### config.mk
export PLATFORM = sky130hd
export DESIGN_NAME = dma_irq_agg
export DESIGN_NICKNAME = d
export VERILOG_FILES = /design/src/rtl/irq_agg_pkg.sv /design/src/rtl/irq_evt_map.sv /design/src/rtl/irq_reg_decode.sv /design/src/rtl/irq_line_ctrl.sv /design/src/rtl/dma_irq_agg.sv
export SDC_FILE = /design/constraint.sdc
export NUM_CORES = 1
export LEC_CHECK = 0
export CAP_MARGIN = 15
export CORE_MARGIN = 8
export CORE_UTILIZATION = 56
export DETAILED_ROUTE_END_ITERATION = 12
export GPL_TIMING_DRIVEN = 0
export PLACE_DENSITY = 0.85
export SYNTH_ARGS = -nofsm -noshare
export SYNTH_HDL_FRONTEND = slang
export SYNTH_HIERARCHICAL = 1
export SYNTH_SLANG_ARGS = --single-unit
export TNS_END_PERCENT = 1
### constraint.sdc
create_clock -name clk -period 1.6 [get_ports clk]
set_input_delay 0.16 -clock clk [delete_from_list [all_inputs] [get_ports clk]]
set_output_delay 0.16 -clock clk [all_outputs]
set_load 0.03 [all_outputs]
### src/rtl/irq_agg_pkg.sv
// Package: shared widths and the event bit layout for the DMA interrupt aggregator.
// Assumes at most eight channels, so channel fields fit between bit 16 and bit 31.
package irq_agg_pkg;
    localparam int EV_W      = 32;
    localparam int BUS_BIT   = 0;
    localparam int BLK_BASE  = 16;
    localparam int FRM_BASE  = 24;
    localparam int SEL_RAW   = 0;
    localparam int SEL_STAT  = 1;
    localparam int SEL_ENSET = 2;
    localparam int SEL_ENCLR = 3;

    // Mask of implemented event bits for a given channel count.
    function automatic logic [EV_W-1:0] valid_mask(input int nch);
        logic [EV_W-1:0] m;
        m = '0;
        m[BUS_BIT] = 1'b1;
        for (int c = 0; c < nch; c++) begin
            m[BLK_BASE + c] = 1'b1;
            m[FRM_BASE + c] = 1'b1;
        end
        return m;
    endfunction
endpackage

### src/rtl/irq_evt_map.sv
// Module: places the event pulses at their fixed positions in the event word.
// Assumes the pulses are synchronous to clk. Unused bits are tied to 0.
module irq_evt_map
    import irq_agg_pkg::*;
#(
    parameter int NUM_CH = 8
) (
    input  logic              bus_err_i,
    input  logic [NUM_CH-1:0] blk_done_i,
    input  logic [NUM_CH-1:0] frm_done_i,
    output logic [EV_W-1:0]   ev_o
);
    logic [EV_W-1:0] ev_w;

    // Build the event word from the individual pulses.
    always_comb begin
        ev_w = '0;
        ev_w[BUS_BIT] = bus_err_i;
        for (int c = 0; c < NUM_CH; c++) begin
            ev_w[BLK_BASE + c] = blk_done_i[c];
            ev_w[FRM_BASE + c] = frm_done_i[c];
        end
    end

    assign ev_o = ev_w;
endmodule

### src/rtl/irq_reg_decode.sv
// Module: decodes register writes into per-line set and clear strobes, and muxes the read data.
// Assumes the address is {line, sel[1:0]} and that writes take effect in a single cycle.
module irq_reg_decode
    import irq_agg_pkg::*;
#(
    parameter int NUM_LINES = 2,
    parameter int NUM_CH    = 8,
    parameter int ADDR_W    = $clog2(NUM_LINES) + 2
) (
    input  logic                            wr_i,
    input  logic [ADDR_W-1:0]               addr_i,
    input  logic [EV_W-1:0]                 wdata_i,
    input  logic [NUM_LINES-1:0][EV_W-1:0]  raw_i,
    input  logic [NUM_LINES-1:0][EV_W-1:0]  en_i,
    output logic [NUM_LINES-1:0][EV_W-1:0]  raw_set_o,
    output logic [NUM_LINES-1:0][EV_W-1:0]  raw_clr_o,
    output logic [NUM_LINES-1:0][EV_W-1:0]  en_set_o,
    output logic [NUM_LINES-1:0][EV_W-1:0]  en_clr_o,
    output logic [EV_W-1:0]                 rdata_o
);
    localparam int LINE_W = ADDR_W - 2;
    localparam logic [EV_W-1:0] VALID = valid_mask(NUM_CH);

    logic [1:0]        sel;
    logic [LINE_W-1:0] line;
    logic [EV_W-1:0]   wbits;

    assign sel   = addr_i[1:0];
    assign line  = addr_i[ADDR_W-1:2];
    assign wbits = wdata_i & VALID;

    // Send the write to the addressed line's strobes only.
    always_comb begin
        raw_set_o = '0;
        raw_clr_o = '0;
        en_set_o  = '0;
        en_clr_o  = '0;
        for (int j = 0; j < NUM_LINES; j++) begin
            if (wr_i && (int'(line) == j)) begin
                case (sel)
                    2'(SEL_RAW):   raw_set_o[j] = wbits;
                    2'(SEL_STAT):  raw_clr_o[j] = wbits;
                    2'(SEL_ENSET): en_set_o[j]  = wbits;
                    default:       en_clr_o[j]  = wbits;
                endcase
            end
        end
    end

    // Select the read data for the addressed line and register.
    always_comb begin
        rdata_o = '0;
        for (int j = 0; j < NUM_LINES; j++) begin
            if (int'(line) == j) begin
                case (sel)
                    2'(SEL_RAW):  rdata_o = raw_i[j] & VALID;
                    2'(SEL_STAT): rdata_o = raw_i[j] & en_i[j] & VALID;
                    default:      rdata_o = en_i[j] & VALID;
                endcase
            end
        end
    end
endmodule

### src/rtl/irq_line_ctrl.sv
// Module: raw status and enable state for one interrupt line, and its level request.
// Assumes strobes come already masked to implemented bits. An event beats a clear on the same bit.
module irq_line_ctrl
    import irq_agg_pkg::*;
#(
    parameter int NUM_CH = 8
) (
    input  logic            clk,
    input  logic            rst_n,
    input  logic [EV_W-1:0] ev_i,
    input  logic [EV_W-1:0] raw_set_i,
    input  logic [EV_W-1:0] raw_clr_i,
    input  logic [EV_W-1:0] en_set_i,
    input  logic [EV_W-1:0] en_clr_i,
    output logic [EV_W-1:0] raw_o,
    output logic [EV_W-1:0] en_o,
    output logic            irq_o
);
    localparam logic [EV_W-1:0] VALID = valid_mask(NUM_CH);

    logic [EV_W-1:0] raw_q, en_q;

    // Latch events and software sets, and drop acknowledged bits.
    always_ff @(posedge clk) begin
        if (!rst_n) raw_q <= '0;
        else        raw_q <= ((raw_q & ~raw_clr_i) | raw_set_i | ev_i) & VALID;
    end

    // Update the enable mask from the set and clear strobes.
    always_ff @(posedge clk) begin
        if (!rst_n) en_q <= '0;
        else        en_q <= ((en_q | en_set_i) & ~en_clr_i) & VALID;
    end

    assign raw_o = raw_q;
    assign en_o  = en_q;
    assign irq_o = |(raw_q & en_q);

    AST_RESERVED_ZERO: assert property (@(posedge clk) disable iff (!rst_n)
        ((raw_q | en_q) & ~VALID) == '0);
    AST_EVENT_SETS: assert property (@(posedge clk) disable iff (!rst_n)
        ((ev_i & VALID) != '0) |=> ((raw_q & $past(ev_i & VALID)) == $past(ev_i & VALID)));
    AST_CLEAR_DROPS: assert property (@(posedge clk) disable iff (!rst_n)
        ((raw_clr_i & ~ev_i & ~raw_set_i) != '0) |=> ((raw_q & $past(raw_clr_i & ~ev_i & ~raw_set_i)) == '0));
    AST_EN_HOLD: assert property (@(posedge clk) disable iff (!rst_n)
        (en_set_i == '0 && en_clr_i == '0) |=> $stable(en_q));
    AST_IRQ_CAUSE: assert property (@(posedge clk) disable iff (!rst_n)
        $rose(irq_o) |-> $past((ev_i | raw_set_i | en_set_i) != '0));
endmodule

### src/rtl/dma_irq_agg.sv
// Module: top of the DMA interrupt aggregator. One event word feeds NUM_LINES separately masked lines.
// Assumes a synchronous active-low reset and single-cycle event pulses. Reads are combinational.
module dma_irq_agg
    import irq_agg_pkg::*;
#(
    parameter int NUM_LINES = 2,
    parameter int NUM_CH    = 8,
    parameter int ADDR_W    = $clog2(NUM_LINES) + 2
) (
    input  logic                 clk,
    input  logic                 rst_n,
    input  logic                 bus_err_i,
    input  logic [NUM_CH-1:0]    blk_done_i,
    input  logic [NUM_CH-1:0]    frm_done_i,
    input  logic                 reg_wr_i,
    input  logic [ADDR_W-1:0]    reg_addr_i,
    input  logic [EV_W-1:0]      reg_wdata_i,
    output logic [EV_W-1:0]      reg_rdata_o,
    output logic [NUM_LINES-1:0] irq_o
);
    logic [EV_W-1:0]                ev;
    logic [NUM_LINES-1:0][EV_W-1:0] raw, en, raw_set, raw_clr, en_set, en_clr;

    irq_evt_map #(.NUM_CH(NUM_CH)) u_map (
        .bus_err_i (bus_err_i),
        .blk_done_i(blk_done_i),
        .frm_done_i(frm_done_i),
        .ev_o      (ev)
    );

    irq_reg_decode #(.NUM_LINES(NUM_LINES), .NUM_CH(NUM_CH), .ADDR_W(ADDR_W)) u_dec (
        .wr_i     (reg_wr_i),
        .addr_i   (reg_addr_i),
        .wdata_i  (reg_wdata_i),
        .raw_i    (raw),
        .en_i     (en),
        .raw_set_o(raw_set),
        .raw_clr_o(raw_clr),
        .en_set_o (en_set),
        .en_clr_o (en_clr),
        .rdata_o  (reg_rdata_o)
    );

    for (genvar j = 0; j < NUM_LINES; j++) begin : g_line
        irq_line_ctrl #(.NUM_CH(NUM_CH)) u_line (
            .clk      (clk),
            .rst_n    (rst_n),
            .ev_i     (ev),
            .raw_set_i(raw_set[j]),
            .raw_clr_i(raw_clr[j]),
            .en_set_i (en_set[j]),
            .en_clr_i (en_clr[j]),
            .raw_o    (raw[j]),
            .en_o     (en[j]),
            .irq_o    (irq_o[j])
        );
    end

    AST_IDLE_WRITE_NO_STROBE: assert property (@(posedge clk) disable iff (!rst_n)
        !reg_wr_i |-> (raw_set == '0 && raw_clr == '0 && en_set == '0 && en_clr == '0));
endmodule

==> results.toml <==
[clocking]
cts_sinks = 68
cts_buffers = 9
clock_path_buffers = 2
clkSlewWorstSetupHoldPaths_ps = 80
ctsHoldBuffers = 0
clk_latency_ps = 340
cts_max_level = 3
cts_tree = "done"
clockRootBuffer = "clkbuf_8"

[placed_design]
hpwl_mm = 8.69
place.gp.congestion = 0.877
place_inst = 634
dpl_worst_slack_ps = -902
portBuffers = 41

[layout]
fin_nets = 599
fin_cells = 651
area_growth_pct = 18.6
fin_util_pct = 67.8
drive_gt1_share_pct = 21.3
n_fill_cell = 615
antenna_cells = 0

[die]
coreArea_um2 = 7650
die-area_um2 = 10900
die_h_um = 104
placementRows = 32
ios = 89
start_util_pct = 57.2
die_x_um = 104

[global_route]
grt_pass1_wl_mm = 19.8
grt_remaining_overflow = 0
grt_pass1_vias = 3788
antenna_found_initial = 0
grt_max_degree = 15
grtUsageTotal_pct = 22.7

[critical_path]
crit_chain = "a22o_1 > a221oi_2 > and3_1 > nand3_2 > buf_6"
cp.required_ps = 1440
crit_fanout = 2
cpMaxStageDelayCell = "dfxtp_2"
cp-start-kind = "flop"
endpoint_kind = "output port"
slowest_delay_ps = 330
crit_buf_inv = 1
worstSetupPathType = "flop to output port"
cp.arrival_ps = 1630
critical-path-top-delay-family = "compound AO/OA/AOI/OAI gates"

[pwr]
ir_worst_vdd_uv = 515
powerDensity_nw_per_um2 = 796
p_leak_nw = 2.17

[timing]
post-route-min-period_ps = 1790
worst_slack_ps = -191
setup_violations = 7
tightestPinTransition_ps = 645
hold_viol = 0
setup-tns-final_ps = -634
fin_skew_ps = 0
fin_crit_sh_pct = 112
rsz0062_at_grt = "true"
maxSlewViolCount = 0
max_freq_ghz = 0.558
max-slew-margin-rel_pct = 56.8

[route]
totalWireLength_mm = 12.5
first_pass_iters = 5
drc = 0
via_per_inst = 5.75
wl_per_cell_um = 19.3
vias = 3746
drtIter0Drc = 254
antenna_left = 0

[run_status]
violations = "negative setup slack"
status = "finished with violations"

[yosys]
netlist_instances = 477
synth_warnings = 6
syn_avg_cell_area_um2 = 9.17
syn_area_um2 = 4370

[hold_path]
hold_path.class = "input port to flop"

[job]
max-cap-violations = 0
[sequential cells by signal, summed over array words and instances, names as in the netlist]
name and flops:
g_line.u_line/en_o 34, g_line.u_line/raw_o 34
[power breakdown]
group | internal (mW) | switching (mW) | total (mW)
Sequential | 1.78 | 0.0718 | 1.85
Clock | 0.763 | 0.689 | 1.45
Combinational | 0.404 | 0.427 | 0.830
Total | 2.94 | 1.19 | 4.13
[per-layer routing]
layer	wire, µm	track usage (%)	part of all wire [%]
met2	5880	37.6	47
met5	0	0	0
met4	373	10.8	3.0
met1	5300	26.9	42
met3	992	5.51	7.9
[cell usage in the layout (no fill, tap or decap), types with 3 or more instances in the layout]
cell,instances
a221oi_2,4
a22oi_1,8
a2bb2oi_1,7
a2bb2oi_2,10
and2_1,136
and4bb_2,3
buf_2,11
buf_4,39
buf_6,5
clkbuf_4,6
clkbuf_8,11
clkdlybuf4s15_2,5
clkdlybuf4s50_1,18
clkinv_2,3
conb_1,15
dfxtp_1,67
mux2_1,12
mux2_2,5
mux2i_1,17
nor2_1,34
nor2b_1,34
nor3b_1,34
o31a_1,34
[per-stage QoR]
| step | instance area (µm²) | total power, mW | hold slack [ps] |
|---|---|---|---|
| after floorplan | 4430 | 2.41 | 324 |
| after global placement | 4960 | 2.68 | 389 |
| after detailed placement | 4960 | 2.70 | 394 |
| after CTS | 5200 | 4.13 | 31.1 |
| after global routing | 5190 | 4.28 | 32.0 |
| final | 5190 | 4.13 | 39.2 |
[area by class of cell]
| cell class | instances | area [µm²] | area share, % |
|---|---|---|---|
| Sequential cell | 68 | 1360 | 26.3 |
| Tap cell | 102 | 128 | 2.46 |
| Buffer | 54 | 432 | 8.32 |
| Clock inverter | 6 | 62.6 | 1.21 |
| Timing Repair Buffer | 42 | 385 | 7.43 |
| Clock buffer | 10 | 138 | 2.65 |
| Multi-Input combinational cell | 369 | 2680 | 51.7 |
[path summary, 6_finish.rpt]
kind,cells past startpoint,startpoint,end,slack (ps)
setup / recovery,5,g_line[0].u_line/en_o[16],irq_o[0],-190
hold / removal,2,blk_done_i[0],g_line[0].u_line/raw_o[16],40
setup reg to reg,2,g_line[1].u_line/raw_o[17],g_line[1].u_line/raw_o[17],780
hold reg to reg,2,g_line[1].u_line/en_o[21],g_line[1].u_line/en_o[21],500
[what timing repair did]
action                                  4_1_cts  5_1_grt
pin swaps                                     2        1
gates resized for setup                     104       18
setup buffers                                 1        0
endpoints found under the setup margin       50       49
Note: power is estimated with default switching activity, not from simulation.
